--- config.mk ---
export PLATFORM = sky130hd
export DESIGN_NAME = hbd_filter
export DESIGN_NICKNAME = d
export VERILOG_FILES = /design/src/rtl/hbd_pkg.sv /design/src/rtl/hbd_tapline.sv /design/src/rtl/hbd_mac.sv /design/src/rtl/hbd_filter.sv
export SDC_FILE = /design/constraint.sdc
export NUM_CORES = 2
export LEC_CHECK = 0
export CAP_MARGIN = 30
export CORE_MARGIN = 5
export CORE_UTILIZATION = 60
export DETAILED_ROUTE_END_ITERATION = 10
export GPL_TIMING_DRIVEN = 0
export PLACE_DENSITY_LB_ADDON = 0.3
export SETUP_SLACK_MARGIN = 0.2
export SKIP_LAST_GASP = 1
export SLEW_MARGIN = 25
export SYNTH_ARGS = -nofsm -noshare
export SYNTH_HDL_FRONTEND = slang
export SYNTH_HIERARCHICAL = 1
export SYNTH_SLANG_ARGS = --single-unit
export TNS_END_PERCENT = 1
--- constraint.sdc ---
create_clock -name clk -period 33.5 [get_ports clk]
set_clock_uncertainty 0.1 [all_clocks]
set_input_delay 3.35 -clock clk [delete_from_list [all_inputs] [get_ports clk]]
set_output_delay 3.35 -clock clk [all_outputs]
set_load 0.01 [all_outputs]
--- src/rtl/hbd_pkg.sv ---
package hbd_pkg;
    localparam int HBD_DATA_W = 20;
    localparam int HBD_COEF_W = 16;
    localparam int HBD_FRAC   = 15;
    localparam int HBD_HALF_K = 3;

    // weight of the mirrored pair at offset 2*m+1 from the centre tap
    function automatic int side_coef(input int m);
        case (m)
            0:       return 9630;
            1:       return -1716;
            2:       return 278;
            default: return 0;
        endcase
    endfunction

    function automatic int centre_coef(input int frac);
        return 1 << (frac - 1);
    endfunction
endpackage

--- src/rtl/hbd_tapline.sv ---
module hbd_tapline #(
    parameter int DATA_W = 20,
    parameter int TAPS   = 11
) (
    input  logic                         clk,
    input  logic                         rst,
    input  logic                         flush,
    input  logic                         shift,
    input  logic [DATA_W-1:0]            din,
    output logic [TAPS-1:0][DATA_W-1:0]  win
);
    logic [TAPS-2:0][DATA_W-1:0] hist_d, hist_q;

    always_comb begin
        win[0] = din;
        for (int k = 1; k < TAPS; k++) begin
            win[k] = flush ? '0 : hist_q[k-1];
        end
        hist_d = hist_q;
        if (flush) begin
            hist_d = '0;
        end
        if (shift) begin
            for (int k = 0; k < TAPS - 1; k++) begin
                hist_d[k] = win[k];
            end
        end
    end

    always_ff @(posedge clk) begin
        if (rst) begin
            hist_q <= '0;
        end else begin
            hist_q <= hist_d;
        end
    end
endmodule

--- src/rtl/hbd_mac.sv ---
module hbd_mac
    import hbd_pkg::*;
#(
    parameter int DATA_W = 20,
    parameter int COEF_W = 16,
    parameter int FRAC   = 15,
    parameter int HALF_K = 3
) (
    input  logic [4*HALF_K-2:0][DATA_W-1:0] win,
    output logic [DATA_W-1:0]               y
);
    localparam int TAPS   = 4 * HALF_K - 1;
    localparam int CENTRE = 2 * HALF_K - 1;
    localparam int ACC_W  = DATA_W + COEF_W + 4;
    localparam logic signed [ACC_W-1:0] MAXV = ACC_W'((1 << (DATA_W - 1)) - 1);
    localparam logic signed [ACC_W-1:0] MINV = -ACC_W'(1 << (DATA_W - 1));
    localparam logic signed [ACC_W-1:0] HALF = ACC_W'(1 << (FRAC - 1));
    localparam logic signed [ACC_W-1:0] CCOEF = ACC_W'(centre_coef(FRAC));

    logic signed [ACC_W-1:0] prod [HALF_K];
    logic signed [ACC_W-1:0] centre_term, acc, rnd, shifted;

    for (genvar m = 0; m < HALF_K; m++) begin : g_pair
        localparam int OFF = 2 * m + 1;
        localparam logic signed [ACC_W-1:0] COEF = ACC_W'(side_coef(m));
        logic signed [DATA_W:0]  pair;
        logic signed [ACC_W-1:0] pair_x;
        always_comb begin
            pair    = $signed({win[CENTRE-OFF][DATA_W-1], win[CENTRE-OFF]})
                    + $signed({win[CENTRE+OFF][DATA_W-1], win[CENTRE+OFF]});
            pair_x  = ACC_W'(pair);
            prod[m] = pair_x * COEF;
        end
    end

    always_comb begin
        centre_term = ACC_W'($signed(win[CENTRE])) * CCOEF;
        acc = centre_term;
        for (int m = 0; m < HALF_K; m++) begin
            acc = acc + prod[m];
        end
        rnd     = acc + HALF;
        shifted = rnd >>> FRAC;
        if (shifted > MAXV) begin
            y = MAXV[DATA_W-1:0];
        end else if (shifted < MINV) begin
            y = MINV[DATA_W-1:0];
        end else begin
            y = shifted[DATA_W-1:0];
        end
    end
endmodule

--- src/rtl/hbd_filter.sv ---
module hbd_filter
    import hbd_pkg::*;
#(
    parameter int DATA_W = HBD_DATA_W,
    parameter int COEF_W = HBD_COEF_W,
    parameter int FRAC   = HBD_FRAC,
    parameter int HALF_K = HBD_HALF_K
) (
    input  logic              clk,
    input  logic              rst,
    input  logic              bypass,
    input  logic              in_valid,
    input  logic [DATA_W-1:0] in_i,
    input  logic [DATA_W-1:0] in_q,
    output logic              out_valid,
    output logic [DATA_W-1:0] out_i,
    output logic [DATA_W-1:0] out_q
);
    localparam int TAPS  = 4 * HALF_K - 1;
    localparam int RAILS = 2;

    typedef struct packed {
        logic              byp;
        logic              phase;
        logic              vld;
        logic [DATA_W-1:0] oi;
        logic [DATA_W-1:0] oq;
    } state_t;

    state_t st_d, st_q;
    logic flush, shift, emit;
    logic [DATA_W-1:0] rail_in  [RAILS];
    logic [DATA_W-1:0] rail_out [RAILS];

    assign rail_in[0] = in_i;
    assign rail_in[1] = in_q;

    for (genvar r = 0; r < RAILS; r++) begin : g_rail
        logic [TAPS-1:0][DATA_W-1:0] win;
        hbd_tapline #(.DATA_W(DATA_W), .TAPS(TAPS)) u_line (
            .clk   (clk),
            .rst   (rst),
            .flush (flush),
            .shift (shift),
            .din   (rail_in[r]),
            .win   (win)
        );
        hbd_mac #(.DATA_W(DATA_W), .COEF_W(COEF_W), .FRAC(FRAC), .HALF_K(HALF_K)) u_mac (
            .win (win),
            .y   (rail_out[r])
        );
    end

    always_comb begin
        flush = bypass != st_q.byp;
        shift = in_valid && !bypass;
        emit  = shift && !flush && st_q.phase;

        st_d     = st_q;
        st_d.byp = bypass;
        st_d.vld = 1'b0;
        if (flush) begin
            st_d.phase = shift;
        end else if (shift) begin
            st_d.phase = !st_q.phase;
        end

        if (in_valid && bypass) begin
            st_d.vld = 1'b1;
            st_d.oi  = in_i;
            st_d.oq  = in_q;
        end else if (emit) begin
            st_d.vld = 1'b1;
            st_d.oi  = rail_out[0];
            st_d.oq  = rail_out[1];
        end
    end

    always_ff @(posedge clk) begin
        if (rst) begin
            st_q <= '0;
        end else begin
            st_q <= st_d;
        end
    end

    assign out_valid = st_q.vld;
    assign out_i     = st_q.oi;
    assign out_q     = st_q.oq;
endmodule

### Yosys cells after proc, flatten, opt, wreduce, memory -nomap -nowiden

Cells that the tools add are included.
Widths: inputs -> output; s select.

* register bits: 443
* bits in latches: 0
* RAM bits: 0
* ROM bits: 0
* input port bits: 44
* output and inout bits: 41
* logic and storage cells: 90
* memories: 0

* add/sub/neg operators: 14
* multipliers: 6
* divide/modulo/power cells: 0
* magnitude comparators: 4
* equality and inequality tests: 1
* shift operators: 0
* muxes and demuxes: 31
* bitwise operators: 0
* reductions and logical operators: 9

Operators by type and width (count)
* $mux 200: 3
* $mux 20: 24
* $add 40x40->40: 4
* $add 20x20->21: 6
* $mux 41: 2
* $add 40x16->40 const B: 2
* $add 34x36->37: 2
* $mul 21x14->35 const B: 2
* $mul 21x10->31 const B: 2
* $mul 21x9->30 const B: 2
* $gt 25x20->1 const B: 2
* $lt 25x20->1 const B: 2
* $logic_and 1x1->1: 4
* $reduce_bool 2->1: 2
* $logic_not 1->1: 3
* $mux 1: 2
* $ne 1x1->1: 1

### Longest topological paths before layout

* depth after elaboration: 13
* depth in mapped cells: 53
* mapped depth without buffers: 49

### Modules after synthesis

Netlist, hierarchy kept.

Modules (own cells, without submodules)
* hbd_mac (g_rail[0].u_mac): instances 1, cells an instance 2254, area an instance 19379.8 sq um, sequential area each 0.0 sq um
* hbd_mac (g_rail[1].u_mac): instances 1, cells an instance 2176, area an instance 19054.5 sq um, sequential area each 0.0 sq um
* hbd_tapline: instances 2, cells an instance 891, area an instance 8549.4 sq um, sequential area each 4003.8 sq um
* hbd_filter: instances 1, cells an instance 237, area an instance 2075.7 sq um, sequential area each 860.8 sq um

### Worst setup path after synthesis

Ideal clock, no wire load.

* path type: input -> register
* start point: input port bypass
* end point: register st_q, in the netlist out_i[10]
* setup time: 0.122 ns
* data arrival time: 15.567 ns
* required time: 33.278 ns
* path slack: 17.712 ns
* stages: 50
* path buffers: 7
* path through: buf_2 > xor2_1 > clkbuf_1 > clkbuf_1 > nor2b_1 > ha_1 > inv_1 > fa_1 > nor2b_1 > o31a_1 > o211ai_1 > a31o_2 > o21ai_0 > o31ai_1 > clkbuf_1 > clkbuf_1 > inv_1 > fa_1 > [14 not listed] > a211oi_1 > nor3_1 > fa_1 > ha_1 > ha_1 > a21o_1 > a21o_1 > a21o_1 > a21oi_1 > o21ai_1 > or4_4 > a221oi_4 > nand2_2 > o32a_1 > buf_6 > buf_8 > a21o_1 > a221o_1

RTL lines
* start, declared: line hbd_filter.sv:11 `input logic bypass,`
* end signal, assigned: line hbd_filter.sv:83 `st_q <= st_d;`
* end, declared: line hbd_filter.sv:30 `state_t st_d, st_q;`

==> results by group <==
Status
  – Status: complete, no violations

Power
  – Pwr dens: 50.1 mW/mm^2
  – Sequential power share: 17.7%
  – Clock Power Share: 18.1%
  – Comb pwr share: 64.2%
  – P_leak: 31.7 nW
  – Psw: 1.43 mW
  – Int Power: 1.63 mW
  – Sw Ratio: 46.9%
  – VDD IR max: 0.000126 V

Route
  – DRC viols: 0
  – Pre-antenna DRT Iters: 6
  – Drt wl/cell: 19.6 um
  – Drt initial violations: 2702
  – WL final: 152000 um
  – Vias per cell: 5.62
  – DR vias: 43645
  – DRT antenna net count: 0

Finish
  – Most frequent cells in the layout: inv_1, ha_1, nor2_1, fa_1, dfxtp_1
  – Area growth, synth to finish: 7.47%
  – Most common cell after layout, fill and taps aside: inv_1
  – # fillers: 7785
  – Share of cells above drive strength 1: 5.29%
  – Fin nets: 7950
  – Final core occ: 65.2%

STA
  – Worst Slack Setup Final: 15.47 ns
  – Final setup TNS: 0 ns
  – Final Critical Period: 18.03 ns
  – Worst Tran Pin Value: 1.03 ns
  – Relative slew slack: 31.4%
  – Period utilization: 53.8%
  – Slew Viols, Final: 0
  – F_max: 55.5 MHz
  – Fin. Hold Viols: 0
  – Unrepaired setup endpoints after global routing: no
  – Finish-stage setup viols: 0

Clocking
  – CTS clk-pin slew, worst paths: 0.06 ns
  – CTS Buf Count: 47
  – Clk_lat worst skew: 0.61 ns
  – Maximum buffer depth of the clock tree: 3
  – Post-cts resize count: 0
  – # H-tree levels: 2
  – Post-cts hold buffer count: 0
  – Clk sink count: 443
  – Clock Root Buffer: clkbuf_16
  – Setup Buffers After CTS: 0
  – CTS tree: done

Placement
  – Pre-CTS setup slack: 15.01 ns
  – GPL Wtd Cong: 0.940
  – DP HPWL: 129000 um
  – Port bufs: 83

Global routing
  – Initial antenna violation count: 9
  – Congestion Overflow GR: 0
  – Vias in the first global route: 44067
  – Overall routing resource usage: 29.4%
  – First-pass GRT wire length: 238000 um
  – Pin count of the biggest net entering global routing: 18

Logic synthesis
  – Ys Warns: 6
  – Synth Cell Area: 0.0568 mm^2
  – Syn avg cell area: 8.99 um^2
  – Net count after synthesis: 7809
  – Synth Instances: 6323

Floorplanning
  – Die Height: 318 um
  – Cell Rows: 112
  – Die W: 318 um
  – Die ar.: 0.101 mm^2
  – Ports: 85
  – Core area: 0.0936 mm^2
  – Initial Util: 60.7%

Worst setup path
  – R2R Setup Slk: 18.56 ns
  – Worst Reg-to-Reg Cells: 50
  – Critical path endpoint category: register
  – Startpoint Class: input port
  – CP peak stage delay: 0.71 ns
  – Critical Path AT: 18.41 ns
  – Worst EP required: 33.88 ns
  – Critical Path Fanout Max: 12
  – Slowest cell on the critical path: xor2_1
  – Most frequent CP cell: fa_1
  – Setup CP Type: in -> reg

Worst hold path
  – Worst hold path class: reg -> reg
  – Hold Path Depth: 2

Job
  – Max-cap violations: 0
## power groups by stage
stage,registers (mW),clock network (mW),logic (mW)
after floorplan,0.550,0,1.36
after global placement,0.553,0,1.87
after detailed placement,0.553,0,1.92
after CTS,0.541,0.556,1.94
after global routing,0.542,0.582,2.15
final,0.542,0.553,1.96
## flip-flops by register name, indices dropped and copies added (netlist names)
register              cells
g_rail.u_line/hist_q    400
out_valid                 1
out_i                    20
out_q                    20
st_q                      2
## routing by layer
| layer | GRT usage [%] | part of all wire [%] | routed length, um | vias to the layer above |
|---|---|---|---|---|
| met5 | 0 | 0.025 | 38 | - |
| met4 | 16.2 | 6.9 | 10400 | 6 |
| met1 | 35.8 | 41 | 61600 | 21237 |
| met3 | 3.53 | 4.8 | 7250 | 339 |
| met2 | 50.9 | 48 | 72500 | 1120 |
| li1 | - | - | - | 20943 |
## critical path: cells and delay by family
| kind | cells | cell delay, ns |
|---|---|---|
| AOI/OAI and AO/OA | 16 | 3.86 |
| xor gates and xnor gates | 2 | 0.89 |
| adders and majority gates | 11 | 4.51 |
| buffers and inverters | 15 | 4.07 |
| and+or+nand+nor | 8 | 1.64 |
## path summary, 6_finish.rpt
check                                  to                    startpoint
min          g_rail[1].u_line/hist_q[195]  g_rail[1].u_line/hist_q[195]
max reg2reg                      out_i[3]                      st_q[42]
max                              out_i[3]                        bypass
min reg2reg  g_rail[1].u_line/hist_q[195]  g_rail[1].u_line/hist_q[195]
## cell type report
class,instances,area (um^2),share of cell area [%]
antenna,3,7.51,0.0123
buffer,244,1590,2.60
clock buffer,60,1320,2.16
clock inverter,28,329,0.539
inverter,1159,4350,7.12
multi-input combinational,4477,42100,69.0
sequential,443,8870,14.5
tap,1254,1570,2.57
timing repair buffer,92,902,1.48
## stage by stage
stage               power, mW  area (um^2)  hold slack [ns]  std cells
finish                   3.06        61100            0.386       7760
global route             3.28        61100            0.418       7757
CTS                      3.04        61000            0.390       7755
detailed placement       2.47        59400            0.373       7667
global placement         2.42        59200            0.364       7660
floorplan                1.91        56800            0.352       6323
Note: power is estimated with default switching activity, not from simulation.
